## config.mk

```make
export PLATFORM = sky130hd
export DESIGN_NAME = dram_rfsh_seq
export DESIGN_NICKNAME = d
export VERILOG_FILES = /design/src/rtl/rfsh_pkg.sv /design/src/rtl/rfsh_dly_cnt.sv /design/src/rtl/rfsh_cmd_enc.sv /design/src/rtl/dram_rfsh_seq.sv
export SDC_FILE = /design/constraint.sdc
export NUM_CORES = 1
export LEC_CHECK = 0
export ABC_AREA = 1
export BUFFER_PORTS_ARGS = -buffer_cell sky130_fd_sc_hd__buf_4
export CORE_MARGIN = 3
export CORE_UTILIZATION = 53
export DETAILED_ROUTE_END_ITERATION = 6
export GPL_TIMING_DRIVEN = 0
export PLACE_DENSITY = 0.75
export SETUP_SLACK_MARGIN = 0.15
export SLEW_MARGIN = 20
export SYNTH_ARGS = -nofsm -noshare
export SYNTH_HDL_FRONTEND = slang
export SYNTH_SLANG_ARGS = --single-unit
```

## constraint.sdc

```tcl
create_clock -name clk -period 2.14 [get_ports clk]
set_input_delay 0.214 -clock clk [delete_from_list [all_inputs] [get_ports clk]]
set_output_delay 0.214 -clock clk [all_outputs]
set_load 0.1 [all_outputs]
```

## src/rtl/rfsh_pkg.sv

```systemverilog
package rfsh_pkg;

   typedef enum logic [3:0] {
      ST_IDLE,
      ST_AR_PRE,
      ST_AR_RP,
      ST_AR_REF,
      ST_AR_RFC,
      ST_SR_PRE,
      ST_SR_RP,
      ST_SR_ENT,
      ST_SR_HOLD,
      ST_SR_CLK,
      ST_SR_XSR
   } rfsh_state_e;

   typedef enum logic [1:0] {
      CMD_NOP,
      CMD_PRE_ALL,
      CMD_REFRESH,
      CMD_PARK
   } rfsh_cmd_e;

   typedef struct packed {
      logic cs_n;
      logic ras_n;
      logic cas_n;
      logic we_n;
      logic ap;
   } rfsh_pins_t;

   function automatic int unsigned max2(input int unsigned a, input int unsigned b);
      return (a > b) ? a : b;
   endfunction

endpackage

```

## src/rtl/rfsh_dly_cnt.sv

```systemverilog
module rfsh_dly_cnt #(
   parameter int unsigned CW = 4
) (
   input  logic          clk,
   input  logic          rst_n,
   input  logic          load_i,
   input  logic [CW-1:0] load_val_i,
   output logic          done_o
);

   logic [CW-1:0] cnt_q;

   always_ff @(posedge clk or negedge rst_n) begin
      if (!rst_n) begin
         cnt_q <= '0;
      end else if (load_i) begin
         cnt_q <= load_val_i;
      end else if (cnt_q != '0) begin
         cnt_q <= cnt_q - CW'(1);
      end
   end

   assign done_o = (cnt_q == '0);

endmodule

```

## src/rtl/rfsh_cmd_enc.sv

```systemverilog
module rfsh_cmd_enc
   import rfsh_pkg::*;
#(
   parameter bit PARK_DESELECT = 1'b1
) (
   input  rfsh_cmd_e  cmd_i,
   output rfsh_pins_t pins_o
);

   rfsh_pins_t park_pins;

   generate
      if (PARK_DESELECT) begin : g_park_desel
         assign park_pins = '{cs_n: 1'b1, ras_n: 1'b1, cas_n: 1'b1, we_n: 1'b1, ap: 1'b0};
      end else begin : g_park_nop
         assign park_pins = '{cs_n: 1'b0, ras_n: 1'b1, cas_n: 1'b1, we_n: 1'b1, ap: 1'b0};
      end
   endgenerate

   always_comb begin
      unique case (cmd_i)
         CMD_PRE_ALL: pins_o = '{cs_n: 1'b0, ras_n: 1'b0, cas_n: 1'b1, we_n: 1'b0, ap: 1'b1};
         CMD_REFRESH: pins_o = '{cs_n: 1'b0, ras_n: 1'b0, cas_n: 1'b0, we_n: 1'b1, ap: 1'b0};
         CMD_PARK:    pins_o = park_pins;
         default:     pins_o = '{cs_n: 1'b0, ras_n: 1'b1, cas_n: 1'b1, we_n: 1'b1, ap: 1'b0};
      endcase
   end

endmodule

```

## src/rtl/dram_rfsh_seq.sv

```systemverilog
module dram_rfsh_seq
   import rfsh_pkg::*;
#(
   parameter int unsigned T_RP        = 3,
   parameter int unsigned T_RFC       = 10,
   parameter int unsigned T_XSR       = 12,
   parameter int unsigned T_CKSTABLE  = 2,
   parameter bit          SR_DESELECT = 1'b1
) (
   input  logic clk,
   input  logic rst_n,
   input  logic ar_req_i,
   input  logic sr_enter_i,
   input  logic sr_exit_i,
   output logic busy_o,
   output logic in_sr_o,
   output logic cs_n_o,
   output logic ras_n_o,
   output logic cas_n_o,
   output logic we_n_o,
   output logic ap_o,
   output logic cke_o,
   output logic mclk_en_o
);

   localparam int unsigned MAX_DLY = max2(max2(T_RP, T_RFC), max2(T_XSR, T_CKSTABLE));
   localparam int unsigned CW      = $clog2(MAX_DLY + 1);

   localparam logic [CW-1:0] LD_RP  = CW'(T_RP - 2);
   localparam logic [CW-1:0] LD_RFC = CW'(T_RFC - 2);
   localparam logic [CW-1:0] LD_CKS = CW'(T_CKSTABLE - 1);
   localparam logic [CW-1:0] LD_XSR = CW'(T_XSR - 1);

   generate
      if (T_RP < 2) begin : g_bad_rp
         $error("T_RP must be at least 2");
      end
      if (T_RFC < 2) begin : g_bad_rfc
         $error("T_RFC must be at least 2");
      end
      if (T_XSR < 1) begin : g_bad_xsr
         $error("T_XSR must be at least 1");
      end
      if (T_CKSTABLE < 1) begin : g_bad_cks
         $error("T_CKSTABLE must be at least 1");
      end
   endgenerate

   rfsh_state_e   state_q, state_d;
   logic          dly_done;
   logic          dly_load;
   logic [CW-1:0] dly_val;
   rfsh_cmd_e     cmd;
   rfsh_pins_t    pins;

   // next-state selection; each wait state leaves only when its window is spent
   always_comb begin
      state_d = state_q;
      unique case (state_q)
         ST_IDLE: begin
            if (ar_req_i)        state_d = ST_AR_PRE;
            else if (sr_enter_i) state_d = ST_SR_PRE;
         end
         ST_AR_PRE:  state_d = ST_AR_RP;
         ST_AR_RP:   if (dly_done) state_d = ST_AR_REF;
         ST_AR_REF:  state_d = ST_AR_RFC;
         ST_AR_RFC:  if (dly_done) state_d = ST_IDLE;
         ST_SR_PRE:  state_d = ST_SR_RP;
         ST_SR_RP:   if (dly_done) state_d = ST_SR_ENT;
         ST_SR_ENT:  state_d = ST_SR_HOLD;
         ST_SR_HOLD: if (dly_done && sr_exit_i) state_d = ST_SR_CLK;
         ST_SR_CLK:  if (dly_done) state_d = ST_SR_XSR;
         ST_SR_XSR:  if (dly_done) state_d = ST_IDLE;
         default:    state_d = ST_IDLE;
      endcase
   end

   // window length armed on every state change, chosen by the state being entered
   always_comb begin
      dly_load = (state_d != state_q);
      unique case (state_d)
         ST_AR_RP, ST_SR_RP:    dly_val = LD_RP;
         ST_AR_RFC, ST_SR_HOLD: dly_val = LD_RFC;
         ST_SR_CLK:             dly_val = LD_CKS;
         ST_SR_XSR:             dly_val = LD_XSR;
         default:               dly_val = '0;
      endcase
   end

   always_ff @(posedge clk or negedge rst_n) begin
      if (!rst_n) state_q <= ST_IDLE;
      else        state_q <= state_d;
   end

   rfsh_dly_cnt #(
      .CW (CW)
   ) u_dly (
      .clk        (clk),
      .rst_n      (rst_n),
      .load_i     (dly_load),
      .load_val_i (dly_val),
      .done_o     (dly_done)
   );

   always_comb begin
      unique case (state_q)
         ST_AR_PRE, ST_SR_PRE: cmd = CMD_PRE_ALL;
         ST_AR_REF, ST_SR_ENT: cmd = CMD_REFRESH;
         ST_SR_HOLD:           cmd = CMD_PARK;
         default:              cmd = CMD_NOP;
      endcase
   end

   rfsh_cmd_enc #(
      .PARK_DESELECT (SR_DESELECT)
   ) u_enc (
      .cmd_i  (cmd),
      .pins_o (pins)
   );

   assign cs_n_o    = pins.cs_n;
   assign ras_n_o   = pins.ras_n;
   assign cas_n_o   = pins.cas_n;
   assign we_n_o    = pins.we_n;
   assign ap_o      = pins.ap;
   assign cke_o     = !(state_q inside {ST_SR_ENT, ST_SR_HOLD, ST_SR_CLK});
   assign mclk_en_o = (state_q != ST_SR_HOLD);
   assign busy_o    = (state_q != ST_IDLE);
   assign in_sr_o   = (state_q == ST_SR_HOLD);

endmodule

```

==> results.py <==
metrics = {
    "floorplan": {
        "row_count": 13,
        "start_util_pct": 57.60,
        "die_area_um2": 1942,
        "core_area_um2": 1334,
        "die_w_um": 44.07,
        "ios": 14,
        "die_h_um": 44.07,
    },
    "sta": {
        "period_share_pct": 92.07,
        "hold-worst-slack_ns": 0.3004,
        "slew_violations": 0,
        "fin_skew_ns": 0.002822,
        "tns_ns": 0,
        "worst_slew_pin_slew_ns": 0.3147,
        "rsz0062_at_grt": "false",
        "hold_viol_final": 0,
        "period_minus_slack_ns": 1.970,
        "setup_violations": 0,
        "slew_headroom_pct": 78.96,
        "max_freq_ghz": 0.5075,
    },
    "clock_tree": {
        "clockRootBuffer": "clkbuf_4",
        "cts_buffers": 3,
        "cts_tree": "yes",
        "path_clk_slew_ns": 0.05,
        "clockBufferDepth": 2,
        "cts_sinks": 8,
        "worst_skew_pair.late_latency_ns": 0.26,
        "h-tree-depth": 1,
    },
    "worst_setup_path": {
        "crit_path_cell_trace": "nand2_4 > nor2_4 > nor2_2 > inv_2 > nor2_4 > inv_2 > ha_4 > buf_12",
        "path_buf_inv": 3,
        "required_ns": 1.93,
        "cp.arrival_ns": 1.76,
        "end_kind": "output pin",
        "slowest_stage": "dfrtp_2",
        "max_stage_delay_ns": 0.45,
        "critical_path_peak_fanout": 5,
        "r2r_setup_slack_ns": 0.23,
        "cp_top_family": "flip-flops",
        "worstRegToRegCells": 11,
        "reg2reg_to": "u_dly.cnt_q[1]",
        "crit_type": "reg2out",
        "startpoint_type": "flop",
        "r2r-start": "u_dly.cnt_q[0]",
    },
    "placement": {
        "gp_congestion": 0.9167,
        "placed_cell_area_um2": 912.1,
        "portBuffers": 13,
        "dp_cells": 148,
        "dp_hpwl_mm": 1.395,
    },
    "status": {
        "outcome": "complete, no violations",
    },
    "synthesis": {
        "syn_inst": 120,
        "post_synth.cell_area_avg_um2": 6.402,
        "yosys_warnings": 0,
        "synthXorXnorAreaFrac_pct": 3.420,
        "synth_compound_area_share_pct": 5.049,
        "synth_simple_gate_area_share_pct": 45.60,
        "ys_top_cells_by_area": "dfrtp_1, nand2_1, inv_1",
        "yosysUniqueCellTypes": 22,
        "synth_area_um2": 768.2,
        "yosysTopAreaCell": "dfrtp_1",
        "netlist.area_leader.share_pct": 26.06,
        "ys_ff_latch": 8,
        "syn_nets": 130,
        "synth_top_family_by_area": "simple AND/OR/NAND/NOR gates",
        "muxShareOfSynthArea_pct": 0,
        "yosysSeqAreaShare_pct": 26.06,
        "synthAdderAreaFrac_pct": 8.143,
    },
    "layout": {
        "n_antenna_cell": 0,
        "layout.cells.non_filler": 162,
        "final_nets": 159,
        "syn_to_final_growth_pct": 44.95,
        "drive_gt1_share_pct": 43.54,
        "fillers": 80,
        "final_area_um2": 1114,
    },
    "job": {
        "drv_cap": 0,
    },
    "min_path": {
        "hold_path.class": "in2async",
    },
    "drt": {
        "drc_errors": 0,
        "drt_pass1_iterations": 4,
        "post_drt_wl_per_cell_um": 12.90,
        "vias": 856,
        "totalWireLength_mm": 2.089,
        "viasPerCell": 5.284,
        "drt_iter0_markers": 24,
        "drtAntennaViolNets": 0,
    },
    "global_routing": {
        "grt_max_degree": 9,
        "grt-ovfl-total": 0,
        "grt.total_usage_pct": 23.06,
        "grt_pass1_vias": 776,
        "grt_pass1_wl_mm": 3.284,
        "grt_antenna_before_repair": 0,
    },
}
[synthesized netlist by cell type]
master    instances
nand3_1          10
inv_2             3
ha_1              5
o21bai_1          1
xor2_1            2
nand4_1           2
nor3_2            1
nand2_2           4
nor3_1            2
nor2_1           17
nand3_4           1
inv_1            21
a21oi_1           2
or2_2             1
o21ai_0           3
nand3_2           1
xnor2_1           1
nor2_2            4
a31oi_1           1
dfrtp_1           8
nand2_1          29
nor2_4            1
[cell usage in the layout, fill, tap and decap left out, types with 2 or more instances in the layout]
| master | n |
|---|---|
| nand2_1 | 25 |
| buf_4 | 18 |
| inv_1 | 14 |
| nor2_1 | 14 |
| nand3_1 | 10 |
| inv_2 | 8 |
| nand2_2 | 6 |
| nor2_2 | 6 |
| dfrtp_2 | 4 |
| dfrtp_1 | 4 |
| o21ai_0 | 3 |
| clkbuf_4 | 3 |
| buf_12 | 3 |
| nand2_4 | 2 |
| nor2_4 | 2 |
| nor3_1 | 2 |
| clkinvlp_4 | 2 |
| nand4_1 | 2 |
| xor2_1 | 2 |
| ha_1 | 2 |
| ha_4 | 2 |
| buf_6 | 2 |
[layer usage]
layer,global-route usage [%],routed length (um)
met5,0,0
met4,6.627,22
met3,8.130,159
met2,39.24,1033
met1,27.23,873
[stage by stage]
stage          setup slack [ns]  util [%]
2_1_floorplan          -0.08568         -
3_3_place_gp             0.2717     68.39
3_5_place_dp             0.2203     68.39
4_1_cts                  0.1374     79.83
5_1_grt                 0.08798     83.49
6_report                 0.1697     83.49
[logic make-up (layout without fill, tap and decap cells)]
| kind of cell | Yosys count | count (layout) |
|---|---|---|
| xor+xnor | 3 | 3 |
| compound gates | 7 | 7 |
| fa+ha+maj | 5 | 5 |
| buf+inv | 24 | 51 |
| simple gates | 73 | 73 |
| flops | 8 | 8 |
[what timing repair did]
action	4_1_cts	5_1_grt
endpoints found under the hold margin	8	0
endpoints found under the setup margin	5	5
resized for setup	17	11
hold buffers	1	0
setup buffers	7	3
pin swaps	2	3
cloned	0	0
[worst max-delay path by stage]
stage                         from             end  slack, ns  cells past startpoint
finish                  state_q[3]         ras_n_o       0.17                      8
global route        u_dly.cnt_q[0]  u_dly.cnt_q[1]       0.09                     11
CTS                     state_q[1]         cas_n_o       0.14                     10
detailed placement      state_q[2]         ras_n_o       0.22                      9
global placement        state_q[2]         ras_n_o       0.27                      9
floorplan               state_q[1]         cas_n_o      -0.09                      9
[worst reg2reg max path, delay by kind of cell (launching register included)]
kind          cells  cell delay, ns
fa+ha+maj         1            0.22
buf+inv           1            0.11
flops             1            0.36
simple gates      9            1.12
[state kept, by name (all words and copies together) (netlist names)]
| signal | count |
|---|---|
| state_q | 4 |
| u_dly.cnt_q | 4 |
[final cells by class]
| class | instances | area, um^2 | share of cell area (%) |
|---|---|---|---|
| clock buffer | 3 | 22.52 | 2.022 |
| timing repair buffer | 24 | 227.7 | 20.45 |
| tap | 15 | 18.77 | 1.685 |
| inverter | 24 | 97.59 | 8.764 |
| sequential | 8 | 205.2 | 18.43 |
| multi-input combinational | 88 | 541.8 | 48.65 |
Power is left out: the tool's default activity adds up to more than one toggle a clock period on the data nets, which glitch-free logic cannot reach.
